## src/rtl/cap_pkg.sv

```systemverilog
package cap_pkg;
    localparam int NCNT = 2;

    localparam logic [2:0] A_CFG  = 3'd0;
    localparam logic [2:0] A_IEN  = 3'd1;
    localparam logic [2:0] A_CMD  = 3'd2;
    localparam logic [2:0] A_STS  = 3'd3;
    localparam logic [2:0] A_LAT1 = 3'd4;
    localparam logic [2:0] A_LAT2 = 3'd5;
    localparam logic [2:0] A_CNT1 = 3'd6;
    localparam logic [2:0] A_CNT2 = 3'd7;

    localparam logic [7:0] OP_LATCH = 8'h29;
    localparam logic [7:0] OP_CLR1  = 8'h20;

    // packed MSB first: org_en = bits 6:5, lt_mask = 4:3, clr_en = 2:1, lt_rise = 0
    typedef struct packed {
        logic [NCNT-1:0] org_en;
        logic [NCNT-1:0] lt_mask;
        logic [NCNT-1:0] clr_en;
        logic            lt_rise;
    } cfg_t;

    localparam int CFG_W = $bits(cfg_t);
endpackage

```

## src/rtl/cap_edge_sync.sv

```systemverilog
module cap_edge_sync #(
    parameter int STAGES = 2
) (
    input  logic clk,
    input  logic rst_n,
    input  logic pin,
    output logic level,
    output logic rise,
    output logic fall
);
    typedef struct packed {
        logic [STAGES-1:0] sh;
        logic              prev;
    } st_t;

    st_t st_d, st_q;

    always_comb begin
        st_d      = st_q;
        st_d.sh   = {st_q.sh[STAGES-2:0], pin};
        st_d.prev = st_q.sh[STAGES-1];
    end

    always_ff @(posedge clk) begin
        if (!rst_n) st_q <= '0;
        else        st_q <= st_d;
    end

    assign level = st_q.sh[STAGES-1];
    assign rise  = level & ~st_q.prev;
    assign fall  = ~level & st_q.prev;
endmodule

```

## src/rtl/cap_counter.sv

```systemverilog
module cap_counter #(
    parameter int W = 16
) (
    input  logic         clk,
    input  logic         rst_n,
    input  logic         step_en,
    input  logic         step_up,
    input  logic         cap,
    input  logic         clr_after,
    input  logic         clr_cmd,
    output logic [W-1:0] cnt,
    output logic [W-1:0] lat
);
    typedef struct packed {
        logic [W-1:0] cnt;
        logic [W-1:0] lat;
    } st_t;

    st_t          st_d, st_q;
    logic [W-1:0] step;
    logic [W-1:0] base;

    always_comb begin
        st_d = st_q;
        if (step_en) step = step_up ? W'(1) : {W{1'b1}};
        else         step = '0;
        base     = ((cap && clr_after) || clr_cmd) ? '0 : st_q.cnt;
        st_d.cnt = base + step;
        if (cap) st_d.lat = st_q.cnt;
    end

    always_ff @(posedge clk) begin
        if (!rst_n) st_q <= '0;
        else        st_q <= st_d;
    end

    assign cnt = st_q.cnt;
    assign lat = st_q.lat;
endmodule

```

## src/rtl/cnt_capture_unit.sv

```systemverilog
module cnt_capture_unit
    import cap_pkg::*;
#(
    parameter int CNT_W     = 16,
    parameter int DW        = 32,
    parameter int SYNC_STGS = 2
) (
    input  logic            clk,
    input  logic            rst_n,
    input  logic            latch_in,
    input  logic            origin_in,
    input  logic [1:0]      cnt_en,
    input  logic [1:0]      cnt_up,
    input  logic            wr_en,
    input  logic            rd_en,
    input  logic [2:0]      addr,
    input  logic [DW-1:0]   wdata,
    output logic [DW-1:0]   rdata,
    output logic            irq
);
    typedef struct packed {
        cfg_t      cfg;
        logic [1:0] irq_en;
        logic [1:0] flag;   // [0] latch pin, [1] origin pin
    } reg_t;

    reg_t rg_d, rg_q;

    logic [1:0] pins;
    logic [1:0] lvl, rise, fall;
    logic       lt_trig, og_trig, cmd_wr, cmd_latch, sts_rd;
    logic [NCNT-1:0]            cap, clr_cmd;
    logic [NCNT-1:0][CNT_W-1:0] cnt_q, lat_q;
    logic [1:0] flag_q;
    logic       unused_ok;

    assign pins = {origin_in, latch_in};

    for (genvar p = 0; p < 2; p++) begin : g_pin
        cap_edge_sync #(.STAGES(SYNC_STGS)) u_sync (
            .clk  (clk),
            .rst_n(rst_n),
            .pin  (pins[p]),
            .level(lvl[p]),
            .rise (rise[p]),
            .fall (fall[p])
        );
    end

    always_comb begin
        lt_trig   = rg_q.cfg.lt_rise ? rise[0] : fall[0];
        og_trig   = rise[1];
        cmd_wr    = wr_en && (addr == A_CMD);
        cmd_latch = cmd_wr && (wdata[7:0] == OP_LATCH);
        sts_rd    = rd_en && (addr == A_STS);
        for (int i = 0; i < NCNT; i++) begin
            cap[i]     = cmd_latch
                       | (lt_trig & ~rg_q.cfg.lt_mask[i])
                       | (og_trig &  rg_q.cfg.org_en[i]);
            clr_cmd[i] = cmd_wr && (wdata[7:0] == OP_CLR1 + 8'(i));
        end
    end

    for (genvar i = 0; i < NCNT; i++) begin : g_cnt
        cap_counter #(.W(CNT_W)) u_cnt (
            .clk      (clk),
            .rst_n    (rst_n),
            .step_en  (cnt_en[i]),
            .step_up  (cnt_up[i]),
            .cap      (cap[i]),
            .clr_after(rg_q.cfg.clr_en[i]),
            .clr_cmd  (clr_cmd[i]),
            .cnt      (cnt_q[i]),
            .lat      (lat_q[i])
        );
    end

    always_comb begin
        rg_d = rg_q;
        if (wr_en && addr == A_CFG) rg_d.cfg    = cfg_t'(wdata[CFG_W-1:0]);
        if (wr_en && addr == A_IEN) rg_d.irq_en = wdata[1:0];
        if (sts_rd) rg_d.flag = '0;
        if (lt_trig && !(&rg_q.cfg.lt_mask)) rg_d.flag[0] = 1'b1;
        if (og_trig && (|rg_q.cfg.org_en))   rg_d.flag[1] = 1'b1;
    end

    always_ff @(posedge clk) begin
        if (!rst_n) rg_q <= '0;
        else        rg_q <= rg_d;
    end

    always_comb begin
        unique case (addr)
            A_CFG:   rdata = DW'(rg_q.cfg);
            A_IEN:   rdata = DW'(rg_q.irq_en);
            A_STS:   rdata = DW'({rg_q.flag, lvl});
            A_LAT1:  rdata = DW'(lat_q[0]);
            A_LAT2:  rdata = DW'(lat_q[1]);
            A_CNT1:  rdata = DW'(cnt_q[0]);
            A_CNT2:  rdata = DW'(cnt_q[1]);
            default: rdata = '0;
        endcase
    end

    assign flag_q    = rg_q.flag;
    assign irq       = |(rg_q.flag & rg_q.irq_en);
    assign unused_ok = ^{wdata[DW-1:8], fall[1]};
endmodule

```

## config.mk

```make
export PLATFORM = sky130hd
export DESIGN_NAME = cnt_capture_unit
export DESIGN_NICKNAME = d
export VERILOG_FILES = /design/src/rtl/cap_pkg.sv /design/src/rtl/cap_edge_sync.sv /design/src/rtl/cap_counter.sv /design/src/rtl/cnt_capture_unit.sv
export SDC_FILE = /design/constraint.sdc
export NUM_CORES = 1
export LEC_CHECK = 0
export BUFFER_PORTS_ARGS = -buffer_cell sky130_fd_sc_hd__buf_4
export CORE_UTILIZATION = 40
export DETAILED_ROUTE_END_ITERATION = 10
export GPL_ROUTABILITY_DRIVEN = 0
export PLACE_DENSITY = 0.65
export SLEW_MARGIN = 20
export SYNTH_ARGS = -nofsm -noshare
export SYNTH_HDL_FRONTEND = slang
export SYNTH_SLANG_ARGS = --single-unit
```

## constraint.sdc

```tcl
create_clock -name clk -period 3.3 [get_ports clk]
set_input_delay 0.495 -clock clk [delete_from_list [all_inputs] [get_ports clk]]
set_output_delay 0.495 -clock clk [all_outputs]
set_load 0.005 [all_outputs]
```

==> impl_metrics.env, run 1 <==
export IMPL_status="finished, final reports clean"
export IMPL_hold_path_class="in -> reg"
export IMPL_place_port_buffers=37
export IMPL_ys_seq_elements=81
export IMPL_final_cell_mix="81 x dfxtp_1, 71 x nor2_1, 67 x buf_4"
export IMPL_peakVddDrop_v=0.0002260
export IMPL_setup_viol=0
export IMPL_die_h_um=115.6
export IMPL_dp_hpwl_mm=8.387
export IMPL_seq_power_share_pct=41.5
export IMPL_switchingPower_w=0.0007849
export IMPL_switching_share_pct=29.39
export IMPL_power_density_nw_per_um2=443.9
export IMPL_rsz0062_at_grt="no"
export IMPL_numCtsBuffers=9
export IMPL_track_usage_pct=18.09
export IMPL_ys_flop_type="dfxtp_1"
export IMPL_fin_cells=804
export IMPL_yosys_top_cells_area="dfxtp_1 31%, mux2i_1 11%, ha_1 7.3%, nor2_1 5.2%, mux4_2 4.8%"
export IMPL_clockBufferDepth=2
export IMPL_coreArea_um2=12620
export IMPL_nFillCells=1216
export IMPL_cts_hold_buffers=0
export IMPL_tightest_slew_ns=0.8873
export IMPL_cts_sinks=81
export IMPL_placementRows=41
export IMPL_antenna_found_initial=0
export IMPL_grt_pass1_wl_mm=18.95
export IMPL_initial_core_util_pct=40.91
export IMPL_final_common_cell="dfxtp_1"
export IMPL_syn_to_final_growth_pct=16.53
export IMPL_clkPwrFrac_pct=35.0
export IMPL_drt_iter0_markers=277
export IMPL_leakagePower_nw=2.807
export IMPL_arrival_ns=3.38
export IMPL_cts_clk_slew_worst_paths_ns=0.06
export IMPL_setup_ws_ns=0.1888
export IMPL_critPathCaptureType="flip-flop"
export IMPL_critPathLaunchType="flip-flop"
export IMPL_total_power_w=0.002670
export IMPL_ant_nets=0
export IMPL_max_cap_viol_count=0
export IMPL_die_area_um2=13360
export IMPL_crit_required_ns=3.56
export IMPL_wirelength_mm=11.63
export IMPL_die_w_um=115.6
export IMPL_finalMaxSlewViolations=0
export IMPL_grt_pass1_vias=3905
export IMPL_overflow=0
export IMPL_avgSynthCellArea_um2=8.978
export IMPL_stdcell_area_um2=6016
export IMPL_synthDistinctLibCells=64
export IMPL_synth_top_area_cell="dfxtp_1"
export IMPL_nNetsFinal=704
export IMPL_finClkSkew_ns=0.008376
export IMPL_numPlacedInstances=788
export IMPL_insertion_delay_ns=0.34
export IMPL_drc_errors=0
export IMPL_yosysWarnings=0
export IMPL_synth_cells=575
export IMPL_cts_max_level=3
export IMPL_root_buffer="clkbuf_16"
export IMPL_final_min_clock_period_ns=3.111
export IMPL_cp_max_fo=8
export IMPL_synth_edf_count=0
export IMPL_synthesis_area_um2=5162
export IMPL_synth_top_area_share_pct=31.41
export IMPL_grt_max_degree=64
export IMPL_fmax_ghz=0.3214
export IMPL_post_place_ws_ns=-0.002850
export IMPL_place_area_um2=5710
export IMPL_p_comb_share_pct=23.5
export IMPL_slew_limit_headroom_pct=40.85
export IMPL_synthArstFlopShare_pct=0
export IMPL_wire_per_inst_um=14.46
export IMPL_critical_path_class="reg -> reg"
export IMPL_num_antenna_cells=0
export IMPL_vias=4190
export IMPL_via_per_inst=5.211
export IMPL_multiInputGateArea_um2=3341
export IMPL_final_layout_size_suffix_gt1_share_pct=18.99
export IMPL_tritoncts="built"
export IMPL_ios=78
export IMPL_firstDrtPassIters=4
export IMPL_hold_viol=0
export IMPL_finalCritPeriodShare_pct=94.28
export IMPL_internal_power_w=0.001886
export IMPL_yosysSeqAreaShare_pct=31.41
export IMPL_register_area_um2=1622
-- layer usage --
metal  GRT usage (%)  vias to the layer above  part of all wire [%]
met3           2.563                       17                   2.3
li1                -                     2109                     -
met2           30.42                       65                    48
met5               0                        -                     0
met1           23.65                     1999                    48
met4           6.494                        0                   1.7
-- cell usage after synthesis, types with 2 or more instances --
master,number
a211oi_1,5
and3_1,5
nor2_1,71
nand2b_1,9
mux2i_1,56
a21oi_1,26
buf_4,20
nor2b_1,22
a21boi_0,2
clkbuf_1,15
nor4b_1,4
nand4_1,3
a22o_1,3
xor2_1,4
and2b_2,5
xnor2_1,4
o21a_1,6
nand3_1,8
ha_1,30
nor3_1,14
inv_1,13
fa_1,2
or3_1,3
mux2_2,7
a31oi_1,3
o21ai_0,22
nand2_1,29
a22oi_1,5
and2_1,36
a21o_1,10
buf_2,3
o21bai_1,6
mux4_2,11
dfxtp_1,81
buf_1,3
-- flip-flops by register name, indices dropped and copies added (netlist names) --
name and flops:
g_cnt.u_cnt.cnt 32, g_cnt.u_cnt.lat 32, g_pin.u_sync.st_q 2, g_pin.u_sync.st_d 2, g_pin.u_sync.level 2, rg_q 9, flag_q 2
-- final timing paths --
| path | start | end | slack, ns | depth (start not counted) |
|---|---|---|---|---|
| worst min register to register | g_pin[1].u_sync.st_d[2]$_SDFF_PN0_ | g_pin[1].u_sync.level$_SDFF_PN0_ | 0.44 | 1 |
| worst min-delay path | latch_in | g_pin[0].u_sync.st_d[2]$_SDFF_PN0_ | 0.36 | 2 |
| worst max register to register | rg_q[4]$_SDFFE_PN0P_ | g_cnt[0].u_cnt.cnt[12]$_SDFF_PN0_ | 0.19 | 13 |
| worst max-delay path | rg_q[4]$_SDFFE_PN0P_ | g_cnt[0].u_cnt.cnt[12]$_SDFF_PN0_ | 0.19 | 13 |
-- stage by stage --
stage	utilization, %	hold slack (ns)	setup TNS (ns)
final	47.67	0.3616	0
after CTS	47.48	0.3566	0
after global routing	47.67	0.3579	0
after detailed placement	45.25	0.4227	-0.002850
after global placement	45.25	0.4207	0
after floorplan	-	0.4119	0
-- repair_timing --
item | in CTS | in global routing
buffers inserted | 0 | 0
endpoints found under the setup margin | 0 | 7
resized for setup | 0 | 4
-- worst max-delay path, stage by stage (launching register included) --
cell       delay (ns)
dfxtp_1          0.47
nor4b_1          0.10
a211o_1          0.35
a32oi_4          0.27
and2_1           0.17
ha_1             0.16
inv_1            0.06
fa_1             0.39
nor2b_1          0.18
o2111ai_1        0.16
nand3_1          0.15
nand2_1          0.09
o21ai_0          0.26
mux2i_1          0.22
-- power groups by stage --
| stage | clock [W] | sequential (W) | combinational (W) |
|---|---|---|---|
| 3_5_place_dp | 0 | 0.00113 | 0.000621 |
| 2_1_floorplan | 0 | 0.00110 | 0.000469 |
| 6_report | 0.000935 | 0.00111 | 0.000627 |
| 4_1_cts | 0.000951 | 0.00111 | 0.000626 |
| 3_3_place_gp | 0 | 0.00112 | 0.000605 |
| 5_1_grt | 0.000997 | 0.00112 | 0.000701 |
-- cell type report --
class / instances / share of cell area (%)
sequential: 81 / 26.96
clock inverter: 6 / 0.7072
timing repair buffer: 67 / 8.361
clock buffer: 10 / 3.973
multi-input combinational: 454 / 55.53
tap: 172 / 3.577
inverter: 14 / 0.8943
-- cell families after synthesis --
group	share of synthesized area, %
simple gates	22.69
compound gates	13.72
flops	31.41
mux	17.18
buf+inv	5.526
fa+ha+maj	8.047
xor+xnor	1.357
other cells	0.07264
Note: power is estimated with default switching activity, not from simulation.
==> inputs of run 2 (changes only) <==
==> constraint.sdc (replaced) <==
create_clock -name clk -period 2.65 [get_ports clk]
set_input_delay 0.3975 -clock clk [delete_from_list [all_inputs] [get_ports clk]]
set_output_delay 0.3975 -clock clk [all_outputs]
set_load 0.005 [all_outputs]
==> run 2 against run 1 <==
  * The flow now finishes with violations (negative setup slack)
  * Via count up 10%
  * Fmax grew 9.3%
  * Critical endpoint unchanged
  * Design area up 18%
  * Clock-buffer cell count rose by 2
  * Hold slack got worse by 0.089 ns
  * Critical path type unchanged
  * Register-to-register slack got worse by 0.38 ns
  * Non-clock buffer count increased by 82
  * Global-route usage is 2.7 points higher
  * Utilization grew 8.7 points
  * Critical path depth unchanged
==> impl_metrics.env, run 2 (synthesized netlist as in run 1, its figures left out) <==
export IMPL_rsz0062_at_grt="yes"
export IMPL_crit_path_top_delay_cell="dfxtp_4"
export IMPL_place_port_buffers=37
export IMPL_hold_viol=0
export IMPL_initial_core_util_pct=40.91
export IMPL_tns_ns=-2.081
export IMPL_timing_hold_ws_ns=0.2728
export IMPL_met3_usage_pct=2.877
export IMPL_track_usage_pct=20.77
export IMPL_final_layout_size_suffix_gt1_share_pct=38.46
export IMPL_fmax_ghz=0.3514
export IMPL_min_from="origin_in"
export IMPL_drt_iter0_markers=236
export IMPL_path_cells="and2b_4 -> a211o_1 -> a32oi_4 -> and2_1 -> ha_2 -> inv_2 -> fa_2 -> nor2b_4 -> o2111ai_2 -> nand3_2 -> nand2_4 -> o21ai_4 -> mux2i_1"
export IMPL_die_w_um=115.6
export IMPL_grt_busiest_layer="met2"
export IMPL_leakagePower_nw=3.325
export IMPL_final_cell_mix="143 x buf_4, 75 x dfxtp_1, 70 x nor2_1"
export IMPL_max_cap_viol_count=0
export IMPL_ios=78
export IMPL_tritoncts="built"
export IMPL_final_min_clock_period_ns=2.845
export IMPL_drc_errors=0
export IMPL_numCtsBuffers=9
export IMPL_critPathLaunchType="flip-flop"
export IMPL_reg2reg_from="g_pin[0].u_sync.level$_SDFF_PN0_"
export IMPL_critPathLaunch="g_pin[0].u_sync.level$_SDFF_PN0_"
export IMPL_syn_to_final_growth_pct=37.69
export IMPL_status="finished with violations"
export IMPL_die_h_um=115.6
export IMPL_clockBufferDepth=2
export IMPL_firstDrtPassIters=4
export IMPL_power_density_nw_per_um2=531.3
export IMPL_via_per_inst=5.210
export IMPL_violations="negative setup slack"
export IMPL_post_place_ws_ns=-0.4201
export IMPL_crit_required_ns=2.90
export IMPL_nFillCells=1102
export IMPL_insertion_delay_ns=0.34
export IMPL_peakVddDrop_v=0.0003065
export IMPL_die_area_um2=13360
export IMPL_dp_hpwl_mm=9.291
export IMPL_finClkSkew_ns=0.008510
export IMPL_setup_ws_ns=-0.1955
export IMPL_cp_max_fo=5
export IMPL_finalCritPeriodShare_pct=107.4
export IMPL_register_area_um2=1632
export IMPL_cts_sinks=81
export IMPL_cts_max_level=3
export IMPL_critPathCaptureType="flip-flop"
export IMPL_num_antenna_cells=0
export IMPL_grt_util_met2_pct=36.69
export IMPL_arrival_ns=3.10
export IMPL_crit_path_max_incr_delay_ns=0.36
export IMPL_wirelength_mm=13.55
export IMPL_coreArea_um2=12620
export IMPL_cp_top_family="compound AO/OA/AOI/OAI gates"
export IMPL_use_met1_pct=26.30
export IMPL_final_common_cell="buf_4"
export IMPL_place_area_um2=6245
export IMPL_hold_path_class="in -> reg"
export IMPL_ant_nets=0
export IMPL_wire_per_inst_um=15.28
export IMPL_slew_limit_headroom_pct=57.04
export IMPL_fin_cells=887
export IMPL_critical_path_class="reg -> reg"
export IMPL_root_buffer="clkbuf_16"
export IMPL_grt_pass1_vias=4523
export IMPL_vias=4621
export IMPL_nNetsFinal=787
export IMPL_tightest_slew_ns=0.6435
export IMPL_multiInputGateArea_um2=3757
export IMPL_grt_max_degree=34
export IMPL_cts_clk_slew_worst_paths_ns=0.06
export IMPL_overflow=0
export IMPL_placementRows=41
export IMPL_stdcell_area_um2=7108
export IMPL_setup_viol=17
export IMPL_grt_pass1_wl_mm=21.85
export IMPL_antenna_found_initial=0
export IMPL_finalMaxSlewViolations=0
export IMPL_critical_path_buf_inv_count=1
export IMPL_numPlacedInstances=845
-- run 2: cell type report --
class / instances / area share (%)
clock buffers: 12 / 3.749
clock inverters: 4 / 0.7041
inverters: 14 / 0.7393
multi-input cells: 455 / 52.86
flip-flops and latches: 81 / 22.95
well taps: 172 / 3.028
repair buffers: 149 / 15.97
-- run 2: report_power, final --
part	internal, W	switching (W)	total, W
clock network	0.000805	0.000491	0.00130
registers	0.00131	0.0000737	0.00138
logic	0.000575	0.000525	0.00110
total	0.00269	0.00109	0.00378
-- run 2: per-layer routing --
metal / part of all wire [%] / vias to the layer above
li1: - / 2283
met1: 46 / 2239
met2: 50 / 72
met3: 2.6 / 27
met4: 1.8 / 0
met5: 0 / -
-- run 2: metrics by stage --
stage	utilization, %	power [W]
2_1_floorplan	-	0.001994
3_5_place_dp	49.48	0.002340
6_report	56.33	0.003777
3_3_place_gp	49.48	0.002310
4_1_cts	54.72	0.003714
5_1_grt	56.33	0.003960
-- run 2: worst paths after layout --
| kind | end | cells after the start | slack, ns |
|---|---|---|---|
| worst max-delay path | g_cnt[0].u_cnt.cnt[12]$_SDFF_PN0_ | 13 | -0.20 |
| worst min-delay path | g_pin[1].u_sync.st_d[2]$_SDFF_PN0_ | 2 | 0.27 |
| worst max register to register | g_cnt[0].u_cnt.cnt[12]$_SDFF_PN0_ | 13 | -0.20 |
| worst min register to register | g_pin[1].u_sync.level$_SDFF_PN0_ | 1 | 0.44 |
-- run 2: what timing repair did --
item | CTS | global route
gates resized for setup | 48 | 30
setup buffers | 15 | 11
hold buffers | 0 | 0
endpoints found under the setup margin | 23 | 24
pin swaps | 35 | 27
cloned | 2 | 0
-- run 2: worst reg2reg max path, cell delays in order, from the launching register on --
cell and delay, ns:
dfxtp_4 0.36, and2b_4 0.18, a211o_1 0.33, a32oi_4 0.24
and2_1 0.17, ha_2 0.18, inv_2 0.04, fa_2 0.36
nor2b_4 0.14, o2111ai_2 0.14, nand3_2 0.14, nand2_4 0.09
o21ai_4 0.17, mux2i_1 0.22
==> inputs of run 3 (changes only) <==
--- a/config.mk
+++ b/config.mk
@@ -8,9 +8,11 @@
 export BUFFER_PORTS_ARGS = -buffer_cell sky130_fd_sc_hd__buf_4
 export CORE_UTILIZATION = 40
 export DETAILED_ROUTE_END_ITERATION = 10
-export GPL_ROUTABILITY_DRIVEN = 0
+export GPL_ROUTABILITY_DRIVEN = 1
+export GPL_TIMING_DRIVEN = 0
 export PLACE_DENSITY = 0.65
 export SLEW_MARGIN = 20
 export SYNTH_ARGS = -nofsm -noshare
 export SYNTH_HDL_FRONTEND = slang
 export SYNTH_SLANG_ARGS = --single-unit
+export TNS_END_PERCENT = 50
==> run 3 against run 2 <==
  * The run still ends with negative setup slack left
  * Wire length down 2.6%
  * Via count down 5.5%
  * Global-route usage decreased by 0.55 points
  * First-iteration DRC count is 4.2% higher
  * Clock power up 12%
  * Utilization decreased by 1.3 points
  * Flip-flop and latch count unchanged
  * Highest routed layer unchanged
==> impl_metrics.env, run 3 (synthesized netlist as in run 1, its figures left out) <==
export IMPL_firstDrtPassIters=4
export IMPL_final_common_cell="buf_4"
export IMPL_tightest_slew_ns=0.9993
export IMPL_ios=78
export IMPL_numCtsBuffers=9
export IMPL_critical_path_buf_inv_count=2
export IMPL_final_cell_mix="94 x buf_4, 76 x dfxtp_1, 69 x nor2_1"
export IMPL_crit_required_ns=2.88
export IMPL_dr_wl_met2_mm=6.486
export IMPL_placementRows=41
export IMPL_cts_max_level=3
export IMPL_wl_met3_um=391
export IMPL_place_area_um2=5808
export IMPL_ff2ff_setup_slack_ns=-0.31
export IMPL_die_area_um2=13360
export IMPL_place_port_buffers=35
export IMPL_antenna_found_initial=0
export IMPL_overflow=0
export IMPL_crit_top_cell="a21o_1"
export IMPL_nNetsFinal=757
export IMPL_via_per_inst=5.098
export IMPL_hold_path_class="in -> reg"
export IMPL_root_buffer="clkbuf_16"
export IMPL_power_density_nw_per_um2=553.7
export IMPL_arrival_ns=3.19
export IMPL_dp_hpwl_mm=9.454
export IMPL_setup_viol=21
export IMPL_die_h_um=115.6
export IMPL_grt_max_degree=18
export IMPL_drt_iter0_markers=246
export IMPL_drc_errors=0
export IMPL_crit_path_max_incr_delay_ns=0.35
export IMPL_status="finished with violations"
export IMPL_slew_limit_headroom_pct=33.08
export IMPL_fmax_ghz=0.3376
export IMPL_vias=4369
export IMPL_cp_top_family="compound AO/OA/AOI/OAI gates"
export IMPL_leakagePower_nw=3.137
export IMPL_ant_nets=0
export IMPL_grt_pass1_vias=4265
export IMPL_wirelength_mm=13.21
export IMPL_violations="negative setup slack"
export IMPL_cts_sinks=81
export IMPL_met1_length_mm=6.012
export IMPL_grt_pass1_wl_mm=20.77
export IMPL_peakVddDrop_v=0.0003255
export IMPL_track_usage_pct=20.22
export IMPL_crit_path_top_delay_cell="dfxtp_2"
export IMPL_cp_max_fo=6
export IMPL_stdcell_area_um2=6949
export IMPL_die_w_um=115.6
export IMPL_num_antenna_cells=0
export IMPL_finClkSkew_ns=0.007986
export IMPL_rsz0062_at_grt="yes"
export IMPL_tritoncts="built"
export IMPL_initial_core_util_pct=40.91
export IMPL_critPathCaptureType="flip-flop"
export IMPL_cts_hold_buffers=0
export IMPL_critical_path_class="reg -> reg"
export IMPL_insertion_delay_ns=0.34
export IMPL_path_cells="and2b_4 -> a211o_4 -> a32oi_4 -> buf_6 -> buf_8 -> and2_4 -> ha_4 -> a21o_1 -> a21oi_2 -> nand2_1 -> a21o_1 -> a221o_1 -> mux2i_1"
export IMPL_final_core_util_pct=55.07
export IMPL_hold_viol=0
export IMPL_wire_per_inst_um=15.41
export IMPL_max_cap_viol_count=0
export IMPL_finalCritPeriodShare_pct=111.8
export IMPL_dr_max_layer_used="met4"
export IMPL_clockBufferDepth=2
export IMPL_syn_to_final_growth_pct=34.61
export IMPL_setup_ws_ns=-0.3122
export IMPL_final_layout_size_suffix_gt1_share_pct=34.16
export IMPL_critPathLaunchType="flip-flop"
export IMPL_coreArea_um2=12620
export IMPL_place_gp_congestion=0.8481
export IMPL_final_min_clock_period_ns=2.962
export IMPL_finalMaxSlewViolations=0
export IMPL_cts_clk_slew_worst_paths_ns=0.06
run 3: changes by cell type in the layout (fill, tap and decap cells not counted), moves of 5 or more:
cell,change
nor2b_1,-5
ha_1,-7
buf_4,-49
and2_1,-5
clkbuf_1,+12
ha_4,+10
and2_4,+5
run 3: repair_timing:
item | 4_1_cts | 5_1_grt
cloned | 1 | 0
setup buffers | 35 | 11
gates resized for setup | 45 | 50
setup endpoints to repair | 23 | 24
endpoints found under the hold margin | 0 | 0
pin swaps | 33 | 26
run 3: where the power goes:
part / leakage [nW] / internal [W] / switching, W
clock: 0.169 / 0.000949 / 0.000512
combinational: 2.30 / 0.000514 / 0.000493
sequential: 0.664 / 0.00131 / 0.0000738
total: 3.14 / 0.00277 / 0.00108
run 3: metrics by stage:
step	hold slack (ns)	cells	power [W]	setup TNS [ns]	worst slack [ns]
detailed placement	0.4228	797	0.002192	-8.385	-0.5822
finish	0.2601	857	0.003848	-3.635	-0.3122
global route	0.2713	857	0.004032	-6.516	-0.3887
floorplan	0.4119	590	0.001988	-0.1589	-0.05812
CTS	0.2565	847	0.003735	-3.151	-0.2649
global placement	0.4142	797	0.002174	-9.542	-0.6581
run 3: worst paths after layout:
kind	from	to	cells after the start
setup reg to reg	g_pin[0].u_sync.st_q[0]$_SDFF_PN0_	g_cnt[0].u_cnt.cnt[15]$_SDFF_PN0_	13
hold / removal	latch_in	g_pin[0].u_sync.st_d[2]$_SDFF_PN0_	2
hold reg to reg	g_pin[0].u_sync.st_d[2]$_SDFF_PN0_	g_pin[0].u_sync.level$_SDFF_PN0_	1
setup / recovery	g_pin[0].u_sync.st_q[0]$_SDFF_PN0_	g_cnt[0].u_cnt.cnt[15]$_SDFF_PN0_	13
run 3: worst register-to-register path: stages (launching register included):
cell and delay, ns:
dfxtp_2 0.35, and2b_4 0.20, a211o_4 0.35, a32oi_4 0.30, buf_6 0.16, buf_8 0.10
and2_4 0.14, ha_4 0.22, a21o_1 0.17, a21oi_2 0.15, nand2_1 0.10, a21o_1 0.16
a221o_1 0.33, mux2i_1 0.12
run 3: area by class of cell:
cell class,instances,area [um2]
Buffer,40,251.5
Clock buffer,10,239.0
Clock inverter,6,115.1
Fill cell,1094,5670
Inverter,14,52.55
Multi-Input combinational cell,454,3820
Sequential cell,81,1633
Tap cell,172,215.2
Timing Repair Buffer,80,623.1
run 3: metal layers:
layer / vias to the layer above / global-route usage (%)
met3: 24 / 2.615
met1: 2054 / 25.50
met2: 73 / 34.45
li1: 2218 / -
met5: - / 0
met4: 0 / 9.177
